<file path="src/rtl/txn_order_queue.sv">
module txn_order_queue #(
  parameter int DEPTH = 8,
  parameter int TAG_W = 8
) (
  input  logic             clk,
  input  logic             rst_n,
  input  logic             enq_valid,
  input  logic [2:0]       enq_type,
  input  logic [TAG_W-1:0] enq_tag,
  output logic             full,
  input  logic [4:0]       sink_ready,
  output logic             deq_valid,
  output logic [2:0]       deq_type,
  output logic [TAG_W-1:0] deq_tag
);
  localparam int IDX_W = $clog2(DEPTH);
  localparam int CNT_W = $clog2(DEPTH + 1);

  logic [2:0]       typ [DEPTH];
  logic [TAG_W-1:0] tg  [DEPTH];
  logic [CNT_W-1:0] count;
  logic [IDX_W-1:0] sel;
  logic [DEPTH-1:0] elig;
  logic             push;
  logic [CNT_W-1:0] wr_idx;

  function automatic logic may_pass(input logic [2:0] yng, input logic [2:0] old);
    case (yng)
      3'd0:        may_pass = (old == 3'd1) || (old == 3'd2) || (old == 3'd4);
      3'd1, 3'd2:  may_pass = (old == 3'd4);
      3'd3:        may_pass = (old == 3'd1) || (old == 3'd2);
      3'd4:        may_pass = (old <= 3'd2);
      default:     may_pass = 1'b0;
    endcase
  endfunction

  always_comb begin
    for (int i = 0; i < DEPTH; i++) begin
      elig[i] = (i < int'(count)) && sink_ready[typ[i]];
      for (int j = 0; j < i; j++)
        if (!may_pass(typ[i], typ[j])) elig[i] = 1'b0;
    end
    sel = '0;
    for (int i = DEPTH - 1; i >= 0; i--)
      if (elig[i]) sel = IDX_W'(i);
  end

  assign deq_valid = |elig;
  assign deq_type  = typ[sel];
  assign deq_tag   = tg[sel];
  assign full      = (count == CNT_W'(DEPTH));
  assign push      = enq_valid && !full && (enq_type <= 3'd4);
  assign wr_idx    = count - CNT_W'(deq_valid);

  always_ff @(posedge clk or negedge rst_n) begin
    if (!rst_n) begin
      count <= '0;
    end else begin
      count <= count + CNT_W'(push) - CNT_W'(deq_valid);
    end
  end

  always_ff @(posedge clk) begin
    for (int i = 0; i < DEPTH - 1; i++)
      if (deq_valid && i >= int'(sel)) begin
        typ[i] <= typ[i+1];
        tg[i]  <= tg[i+1];
      end
    for (int i = 0; i < DEPTH; i++)
      if (push && i == int'(wr_idx)) begin
        typ[i] <= enq_type;
        tg[i]  <= enq_tag;
      end
  end
endmodule

</file>
<file path="config.mk">
export PLATFORM = sky130hd
export DESIGN_NAME = txn_order_queue
export DESIGN_NICKNAME = d
export VERILOG_FILES = /design/src/rtl/txn_order_queue.sv
export SDC_FILE = /design/constraint.sdc
export NUM_CORES = 1
export LEC_CHECK = 0
export BUFFER_PORTS_ARGS = -buffer_cell sky130_fd_sc_hd__buf_4
export CORE_ASPECT_RATIO = 1.4
export CORE_MARGIN = 2
export CORE_UTILIZATION = 65
export DETAILED_ROUTE_END_ITERATION = 12
export PLACE_DENSITY = 0.84
export SLEW_MARGIN = 5
export SYNTH_ARGS = -nofsm -noshare
export SYNTH_HDL_FRONTEND = slang
export SYNTH_SLANG_ARGS = --single-unit
export TNS_END_PERCENT = 5
</file>
<file path="constraint.sdc">
create_clock -name clk -period 6.44 [get_ports clk]
set_input_delay 1.61 -clock clk [delete_from_list [all_inputs] [get_ports clk]]
set_output_delay 1.61 -clock clk [all_outputs]
set_load 0.01 [all_outputs]
</file>
# After elaboration in Yosys (flattened, before gate mapping)
# Memory sizes are Yosys's and may differ from the RTL's.
# Index checks and enable logic that the tools add are counted.
# W data, S select, Z words.
[word_totals]
elab_cells = 278
memories = 2
ram_bits = 88
output_inout_bits = 13
inputBits = 19
register_bits = 4
[classes]
n_bitwise = 14
addsub = 3
reduce_logical = 58
n_mux = 130
magnitude_cmp = 31
eq_ne = 39
[mem_list]
columns = ["memory", "words", "word_bits", "rd", "rd_ports_with_merged_regs", "wr", "line_no", "rtl"]
rows = [
  ["tg", 8, 8, 8, 0, 7, "20", "logic [TAG_W-1:0] tg [DEPTH];"],
  ["typ", 8, 3, 9, 0, 7, "19", "logic [2:0] typ [DEPTH];"],
]
[op_table]
columns = ["cell", "n"]
rows = [
  ["$pmux W1 S4", 28],
  ["$mux W1", 68],
  ["$mux W8", 8],
  ["$mux W3", 18],
  ["$eq A3 B2 Y1 const B", 15],
  ["$lt A3 B4 Y1 const B", 8],
  ["$logic_and A1 B1 Y1", 25],
  ["$bmux W1 S3", 8],
  ["$eq A3 B1 Y1 const B", 8],
  ["$eq A3 B3 Y1 const B", 8],
  ["$le A3 B2 Y1 const B", 7],
  ["$logic_not A3 Y1", 7],
  ["$eq A4 B4 Y1 const A", 4],
  ["$lt A3 B4 Y1 const A", 4],
  ["$reduce_or A8 Y1", 2],
  ["$logic_or A1 B1 Y1", 14],
  ["$or A1 B1 Y1", 14],
  ["$reduce_or A2 Y1", 7],
  ["$ge A3 B3 Y1 const A", 3],
  ["$eq A3 B4 Y1 const A", 2],
  ["$lt A1 B4 Y1 const A", 2],
  ["$lt A2 B4 Y1 const A", 2],
  ["$sub A4 B1 Y4", 2],
  ["$ge A1 B3 Y1 const A", 2],
  ["other kinds (8)", 9],
]

# Depth between registers and ports, before layout
# Gate-level depths: netlist of run 1.
[depth]
ltp_word = 25
depth_mapped = 19
ltp_nobuf = 16

# Worst setup path before layout of run 1
# OpenSTA, ideal clock, no wires.
[synth_path]
path_kind = "in2reg"
start = "in sink_ready[3]"
end = "mem tg[1][0], enable pin"
setup_time_ns = 0.353
stages = 14
path_slack_ns = 1.101
t_required_ns = 6.087
arrival_ns = 4.986
cell_sequence = "mux4_2 -> o2bb2ai_1 -> nand2_1 -> or3_4 -> nor4_4 -> nor2_2 -> clkbuf_1 -> nand2_1 -> ha_1 -> ha_1 -> xor2_1 -> nor4b_1 -> clkbuf_1 -> nand2b_1"
[synth_lines]
columns = ["item", "line_no", "rtl"]
rows = [
  ["from (decl)", "11", "input logic [4:0] sink_ready,"],
  ["to (decl)", "20", ""],
]

# Worst setup path after layout of run 1
[layout_path]
start = "in sink_ready[4]"
end = "out deq_type[2]"
[layout_via]
elab_chain_cells = 19
word_cells_on_any_way = 61
[layout_rtl]
columns = ["item", "line_no", "rtl"]
rows = [
  ["$bmux W1 S3", "39", "elig[i] = (i < int'(count)) && sink_ready[typ[i]];"],
  ["$mux W1 (not written as such)", "39", ""],
  ["$logic_and A1 B1 Y1", "39", ""],
  ["$mux W1 (7 in series)", "41", "if (!may_pass(typ[i], typ[j])) elig[i] = 1'b0;"],
  ["$mux W3 (7 in series)", "45", "if (elig[i]) sel = IDX_W'(i);"],
  ["$mux W3 *", "45", ""],
  ["$mem_v2 Z8 W3 *", "-", ""],
  ["to (decl)", "13", "output logic [2:0] deq_type,"],
]
# Every way passes the cells marked *; elsewhere a longest branch is shown, timed or not. The select of a mux whose other input is x is not followed.

==> insert_results.sql, run 1 <==
INSERT INTO impl_metrics (metric_group, metric, value, unit) VALUES
('status', 'status', 'finished clean', ''),
('place', 'dp_slack', '493', 'ps'),
('pwr', 'power.leakage', '2.65', 'nW'),
('yosys', 'synth.distinct_cells', '77', ''),
('sta', 'fin_setup_tns', '0', 'ps'),
('yosys', 'ys.warnings.count', '0', ''),
('clock_network', 'tritoncts.num_buffers', '9', ''),
('global_route', 'maximum_number_of_pins_on_one_net_before_global_route_repair', '47', ''),
('floorplanning', 'initial_core_util', '67.4', '%'),
('drt', 'drc', '0', ''),
('yosys', 'post_synth_instance_area', '0.00670', 'mm²'),
('finish', 'register_area', '0.00274', 'mm²'),
('yosys', 'syn_area_cell', '11.2', 'µm²'),
('drt', 'detailroute.via_count', '5373', ''),
('drt', 'drt-initial-drc-count', '438', ''),
('sta', 'worst_clock_skew', '9.61', 'ps'),
('finish', 'num-fill-cells', '672', ''),
('floorplanning', 'top_level_ports', '32', ''),
('pwr', 'powerDensity', '589', 'mW/mm²'),
('clock_network', 'cts_htree_levels', '3', ''),
('clock_network', 'cts.clk_slew.worst_paths', '70', 'ps'),
('sta', 'headroom_to_the_max_slew_limit', '54.1', '%'),
('global_route', 'vias_in_the_first_global_route', '5394', ''),
('yosys', 'synth_enable_flop_cells', '88', ''),
('drt', 'dr.pass1.iters', '5', ''),
('sta', 'finalWorstSetupSlack', '476', 'ps'),
('sta', 'timing.final.crit_share', '92.6', '%'),
('drt', 'detail_routed_via_count_per_cell', '7.14', ''),
('setup_path', 'worst_setup_path_start_kind', 'input port', ''),
('finish', 'area.growth.synth_to_final', '9.13', '%'),
('floorplanning', 'die_width', '89.8', 'µm'),
('setup_path', 'cp_max_fo', '11', ''),
('floorplanning', 'fp.dieArea', '0.0112', 'mm²'),
('flow_run', 'number_of_max_cap_violations', '0', ''),
('yosys', 'syn-instance-count', '600', ''),
('clock_network', 'hold_buffers', '0', ''),
('setup_path', 'critPathCaptureType', 'primary output', ''),
('yosys', 'post-synth-top-area-cell', 'sky130_fd_sc_hd__edfxtp_1', ''),
('yosys', 'ys_dominant_reg_cell', 'sky130_fd_sc_hd__edfxtp_1', ''),
('global_route', 'grt_antenna_before_repair', '0', ''),
('yosys', 'yosys.cell_count.top_type', 'sky130_fd_sc_hd__edfxtp_1', ''),
('drt', 'wl_per_cell', '26.9', 'µm'),
('yosys', 'yosys_register_bits', '92', ''),
('yosys', 'synth-async-reset-ratio', '4.35', '%'),
('setup_path', 'worst_ep_arrival_time', '4350', 'ps'),
('clock_network', 'clock_insertion_delay_worst_skew', '340', 'ps'),
('yosys', 'synth.yosys.seq_area_share', '40.9', '%'),
('place', 'io_buffer_count', '31', ''),
('global_route', 'grt_use_total', '37.2', '%'),
('clock_network', 'post_cts_buffers', '0', ''),
('drt', 'antenna_left', '0', ''),
('clock_network', 'clock_tree.buffer_depth', '2', ''),
('floorplanning', 'die_h', '124', 'µm'),
('setup_path', 'worst-endpoint-required', '4830', 'ps'),
('pwr', 'p_total', '4.31', 'mW'),
('clock_network', 'clock-sinks', '92', ''),
('sta', 'hold_viol', '0', ''),
('sta', 'period_minus_slack', '5960', 'ps'),
('pwr', 'ir_drop', '0.367', 'mV'),
('yosys', 'synth_largest_type_area_fraction', '39.4', '%'),
('finish', 'multi_input_comb_area', '0.00368', 'mm²'),
('sta', 'timing_worst_slew_pin_value', '688', 'ps'),
('sta', 'max_slew_vio_count', '0', ''),
('place', 'place_congestion', '1.01', ''),
('place', 'post-dp-hpwl', '14700', 'µm'),
('yosys', 'synth_fp_nets', '630', ''),
('setup_path', 'critPathKind', 'input port to primary output', ''),
('finish', 'fin_cells', '753', ''),
('yosys', 'synth.cells.most_frequent', 'sky130_fd_sc_hd__edfxtp_1 (88), sky130_fd_sc_hd__mux2_2 (68), sky130_fd_sc_hd__nand2_1 (40), sky130_fd_sc_hd__nor2_1 (36), sky130_fd_sc_hd__mux2i_1 (25)', ''),
('clock_network', 'cts_root_buffer', 'sky130_fd_sc_hd__clkbuf_16', ''),
('clock_network', 'cts-resized-gates', '0', '');
-- per-stage QoR --
stage               utilization (%)  instance area (µm²)  hold WS (ps)
floorplan                         -                 6700           522
global placement               70.6                 7030           551
detailed placement             70.6                 7030           563
CTS                            73.5                 7320           570
global route                   73.5                 7320           594
finish                         73.5                 7320           570
-- power by group --
part           internal, mW  switching [mW]
Sequential             1.17           0.411
Clock                 0.300           0.223
Combinational         0.937            1.27
-- placed cells by master, fill, tap and decap left out, drive strengths merged, types with 14 or more instances in the layout --
master   n
edfxtp  88
mux2    87
buf     49
nand2   40
nor2    40
mux2i   25
a21oi   24
nor3b   23
a211oi  22
inv     17
o21ai   16
or2     14
-- layer usage --
layer / wire (µm) / GRT usage (%) / vias to the layer above
met5: 0 / 0 / -
met4: 1630 / 27.7 / 0
met3: 1080 / 3.99 / 99
met2: 10600 / 68.6 / 304
met1: 6980 / 39.7 / 2617
li1: - / - / 2353
-- final cells by class --
cell class | instances | area share [%]
clock buffers | 9 | 3.08
well taps | 135 | 2.31
repair buffers | 49 | 5.20
multi-input cells | 447 | 50.3
clock inverters | 6 | 0.872
flip-flops and latches | 92 | 37.5
inverters | 15 | 0.770
-- critical path, cell delays in order --
cell	delay, ps
sky130_fd_sc_hd__buf_4	120
sky130_fd_sc_hd__inv_1	80
sky130_fd_sc_hd__nor3b_1	190
sky130_fd_sc_hd__o311ai_0	190
sky130_fd_sc_hd__nor4_2	360
sky130_fd_sc_hd__nor2_2	100
sky130_fd_sc_hd__a31o_4	270
sky130_fd_sc_hd__nor2_2	530
sky130_fd_sc_hd__nor2_4	160
sky130_fd_sc_hd__mux2_2	330
sky130_fd_sc_hd__o221ai_1	220
sky130_fd_sc_hd__buf_4	170
-- logic make-up after synthesis --
| logic type | after synthesis | share of synthesized area [%] |
|---|---|---|
| XOR/XNOR | 9 | 1.18 |
| buffers and inverters | 61 | 4.55 |
| AO/OA/AOI/OAI | 130 | 14.5 |
| AND/OR/NAND/NOR | 179 | 15.8 |
| adder cells (fa/ha/maj) | 11 | 2.16 |
| flip-flops | 92 | 40.9 |
| multiplexers | 118 | 20.9 |
-- sequential cells by signal, summed over array words and instances, names as in the netlist --
| register | flops |
|---|---|
| typ | 24 |
| count | 4 |
| tg | 64 |
-- worst paths after layout --
check	startpoint	end	slack, ps	depth (start not counted)
min in group asynchronous	rst_n	count[0]	1050	1
worst min register to register	tg[7][4]	tg[6][4]	570	1
worst max register to register	typ[4][1]	tg[5][7]	1420	15
worst min-delay path	tg[7][4]	tg[6][4]	570	1
max in group asynchronous	rst_n	count[1]	5280	1
worst max-delay path	sink_ready[4]	deq_type[2]	480	12
Power figures use the tool's default switching activity.
==> inputs of run 2 (changes only) <==
Clock period 6.44 ns to 7.45 ns, I/O delays scaled along.
==> run 2 against run 1 <==
  * Register-to-register slack better by 340 ps
  * First-iteration DRC count down 2.7%
  * Via count down 0.26%
  * Power down 15%
  * Worst setup slack better by 320 ps
  * Combinational power down 17%
  * Critical endpoint is now deq_type[1]
  * Highest routed layer unchanged
==> insert_results.sql, run 2 (synthesis gave the netlist of run 1 again) <==
INSERT INTO impl_metrics (metric_group, metric, value, unit) VALUES
('drt', 'drt-initial-drc-count', '426', ''),
('sta', 'worst_clock_skew', '11.2', 'ps'),
('flow_run', 'number_of_max_cap_violations', '0', ''),
('setup_path', 'cell_family_contributing_the_most_delay_on_the_critical_path', 'compound AO/OA/AOI/OAI gates', ''),
('global_route', 'grt_antenna_before_repair', '0', ''),
('setup_path', 'worstRegToRegCells', '14', ''),
('pwr', 'ir_drop', '0.298', 'mV'),
('place', 'io_buffer_count', '31', ''),
('setup_path', 'cp_max_fo', '21', ''),
('clock_network', 'cts_htree_levels', '3', ''),
('setup_path', 'worst-endpoint-required', '5590', 'ps'),
('drt', 'wl_per_cell', '26.8', 'µm'),
('pwr', 'power.leakage', '2.61', 'nW'),
('clock_network', 'tritoncts', 'built', ''),
('worst_hold_path', 'timing.hold.worst_path_depth', '1', ''),
('setup_path', 'critPathCaptureType', 'primary output', ''),
('clock_network', 'hold_buffers', '0', ''),
('sta', 'fin_setup_tns', '0', 'ps'),
('floorplanning', 'floorplan.core_area', '0.00995', 'mm²'),
('place', 'post-dp-hpwl', '14500', 'µm'),
('finish', 'fin_nets', '638', ''),
('global_route', 'grt_first_pass_wirelength', '30300', 'µm'),
('finish', 'layout_commonest_cell', 'sky130_fd_sc_hd__edfxtp_1', ''),
('worst_hold_path', 'worst_min_delay_path_startpoint', 'tg[1][4]', ''),
('floorplanning', 'top_level_ports', '32', ''),
('place', 'dp_slack', '863', 'ps'),
('setup_path', 'worstPathBufferInverterCount', '2', ''),
('setup_path', 'path_cells', 'buf_4, mux2i_1, o21ai_0, o311ai_0, nor4_2, nor2_2, a31o_4, o21ai_4, o311ai_0, a311o_1, buf_4', ''),
('sta', 'period_minus_slack', '6650', 'ps'),
('drt', 'antenna_left', '0', ''),
('status', 'status', 'finished clean', ''),
('sta', 'fmax', '150', 'MHz'),
('finish', 'final_area', '0.00725', 'mm²'),
('pwr', 'powerDensity', '507', 'mW/mm²'),
('finish', 'largest_register_ff_count', '64', ''),
('sta', 'finalWorstSetupSlack', '799', 'ps'),
('worst_hold_path', 'hold_path_class', 'flop to flop', ''),
('floorplanning', 'fp.dieArea', '0.0112', 'mm²'),
('floorplanning', 'die_h', '124', 'µm'),
('finish', 'area.growth.synth_to_final', '8.19', '%'),
('clock_network', 'tritoncts.num_buffers', '9', ''),
('finish', 'antenna_cells', '0', ''),
('clock_network', 'clock-sinks', '92', ''),
('clock_network', 'cts_root_buffer', 'sky130_fd_sc_hd__clkbuf_16', ''),
('finish', 'final_core_utilization', '72.9', '%'),
('global_route', 'grt_use_total', '36.4', '%'),
('worst_hold_path', 'worst_hold_path.endpoint', 'tg[0][4]', ''),
('setup_path', 'regToRegSetupSlack', '1760', 'ps'),
('clock_network', 'cts-resized-gates', '0', ''),
('floorplanning', 'core.rowCount', '43', ''),
('global_route', 'maximum_number_of_pins_on_one_net_before_global_route_repair', '47', ''),
('drt', 'detailroute.via_count', '5359', ''),
('sta', 'max_slew_vio_count', '0', ''),
('setup_path', 'worst_setup_path_start_kind', 'input port', ''),
('sta', 'finalHoldWorstSlack', '581', 'ps'),
('global_route', 'gr-total-overflow', '0', ''),
('drt', 'dr.pass1.iters', '5', ''),
('finish', 'regMostFlops', 'tg', ''),
('clock_network', 'cts.clk_slew.worst_paths', '70', 'ps'),
('floorplanning', 'die_width', '89.8', 'µm'),
('drt', 'drc', '0', ''),
('setup_path', 'critical_path.max_stage_delay', '620', 'ps'),
('drt', 'detail_routed_via_count_per_cell', '7.16', ''),
('sta', 'hold_viol', '0', ''),
('sta', 'headroom_to_the_max_slew_limit', '39.2', '%'),
('place', 'dpl-instance-area', '0.00697', 'mm²'),
('global_route', 'vias_in_the_first_global_route', '5418', ''),
('clock_network', 'post_cts_buffers', '0', ''),
('drt', 'wl', '20000', 'µm'),
('finish', 'layout_common_cells', 'sky130_fd_sc_hd__edfxtp_1 (88), sky130_fd_sc_hd__mux2_2 (68), sky130_fd_sc_hd__buf_4 (43), sky130_fd_sc_hd__nand2_1 (40), sky130_fd_sc_hd__nor2_1 (36)', ''),
('clock_network', 'clock_tree.buffer_depth', '2', ''),
('setup_path', 'critical_path.reg2reg.endpoint', 'typ[6][2]', ''),
('sta', 'setup_repair_after_global_routing_missed_its_margin', 'no', ''),
('finish', 'reg_top3', 'tg x64, typ x24, count x4', ''),
('place', 'place_congestion', '1.00', ''),
('setup_path', 'startpoint_of_the_worst_slack_reg_to_reg_timing_path', 'typ[1][1]', ''),
('setup_path', 'critPathKind', 'input port to primary output', ''),
('sta', 'timing_worst_slew_pin_value', '912', 'ps'),
('setup_path', 'worst_ep_arrival_time', '4790', 'ps'),
('finish', 'post_route_cells_drive_above_1_share', '27.6', '%'),
('sta', 'report.final.setup_viol', '0', ''),
('sta', 'timing.final.crit_share', '89.3', '%'),
('setup_path', 'critical-path-slowest-cell', 'sky130_fd_sc_hd__o21ai_4', ''),
('clock_network', 'clock_insertion_delay_worst_skew', '350', 'ps'),
('floorplanning', 'initial_core_util', '67.4', '%');
## run 2: changes by cell type in the layout (fill, tap and decap cells not counted), sizes merged
cell	before	now
buf	49	43
bufinv	1	0
clkbuf	9	10
clkinv	2	0
clkinvlp	1	2
inv	17	19
## run 2: worst max-delay path by stage
stage,cells after the start,to,start
floorplan,9,deq_tag[2],sink_ready[3]
global placement,11,deq_type[1],sink_ready[4]
detailed placement,12,deq_type[2],sink_ready[2]
CTS,11,deq_type[1],sink_ready[4]
global route,11,deq_type[1],sink_ready[3]
finish,11,deq_type[1],sink_ready[3]
## run 2: through the flow
step	power [mW]	cells
after global routing	3.83	748
after CTS	3.63	748
after detailed placement	3.18	732
after floorplan	2.58	600
final	3.68	748
after global placement	3.12	732
## run 2: worst reg2reg max path: cells and delay by family, from the launching register on
kind	cells	cell delay, ps
muxes	1	390
DFF	1	620
adders and majority gates	2	450
xor gates and xnor gates	2	950
and+or+nand+nor	5	1410
buffers and inverters	1	240
AOI/OAI and AO/OA	3	1390
## run 2: area by class of cell
| cell class | count | area (µm²) |
|---|---|---|
| flip-flops and latches | 92 | 2740 |
| fillers | 674 | 2700 |
| multi-input cells | 447 | 3680 |
| repair buffers | 43 | 323 |
| clock inverters | 6 | 55.1 |
| inverters | 15 | 56.3 |
| well taps | 135 | 169 |
| clock buffers | 10 | 229 |
## run 2: power by group
group	internal [mW]	total (mW)	switching (mW)
Clock	0.233	0.443	0.210
Combinational	0.790	1.83	1.04
Sequential	1.01	1.40	0.387
Total	2.04	3.68	1.64
## run 2: layer usage
metal  vias to the layer above  GRT usage [%]  wire (µm)
li1                       2333              -          -
met1                      2628           37.4       6970
met2                       309           69.2      10500
met3                        89           6.41       1290
met4                         0           23.0       1310
met5                         -              0          0
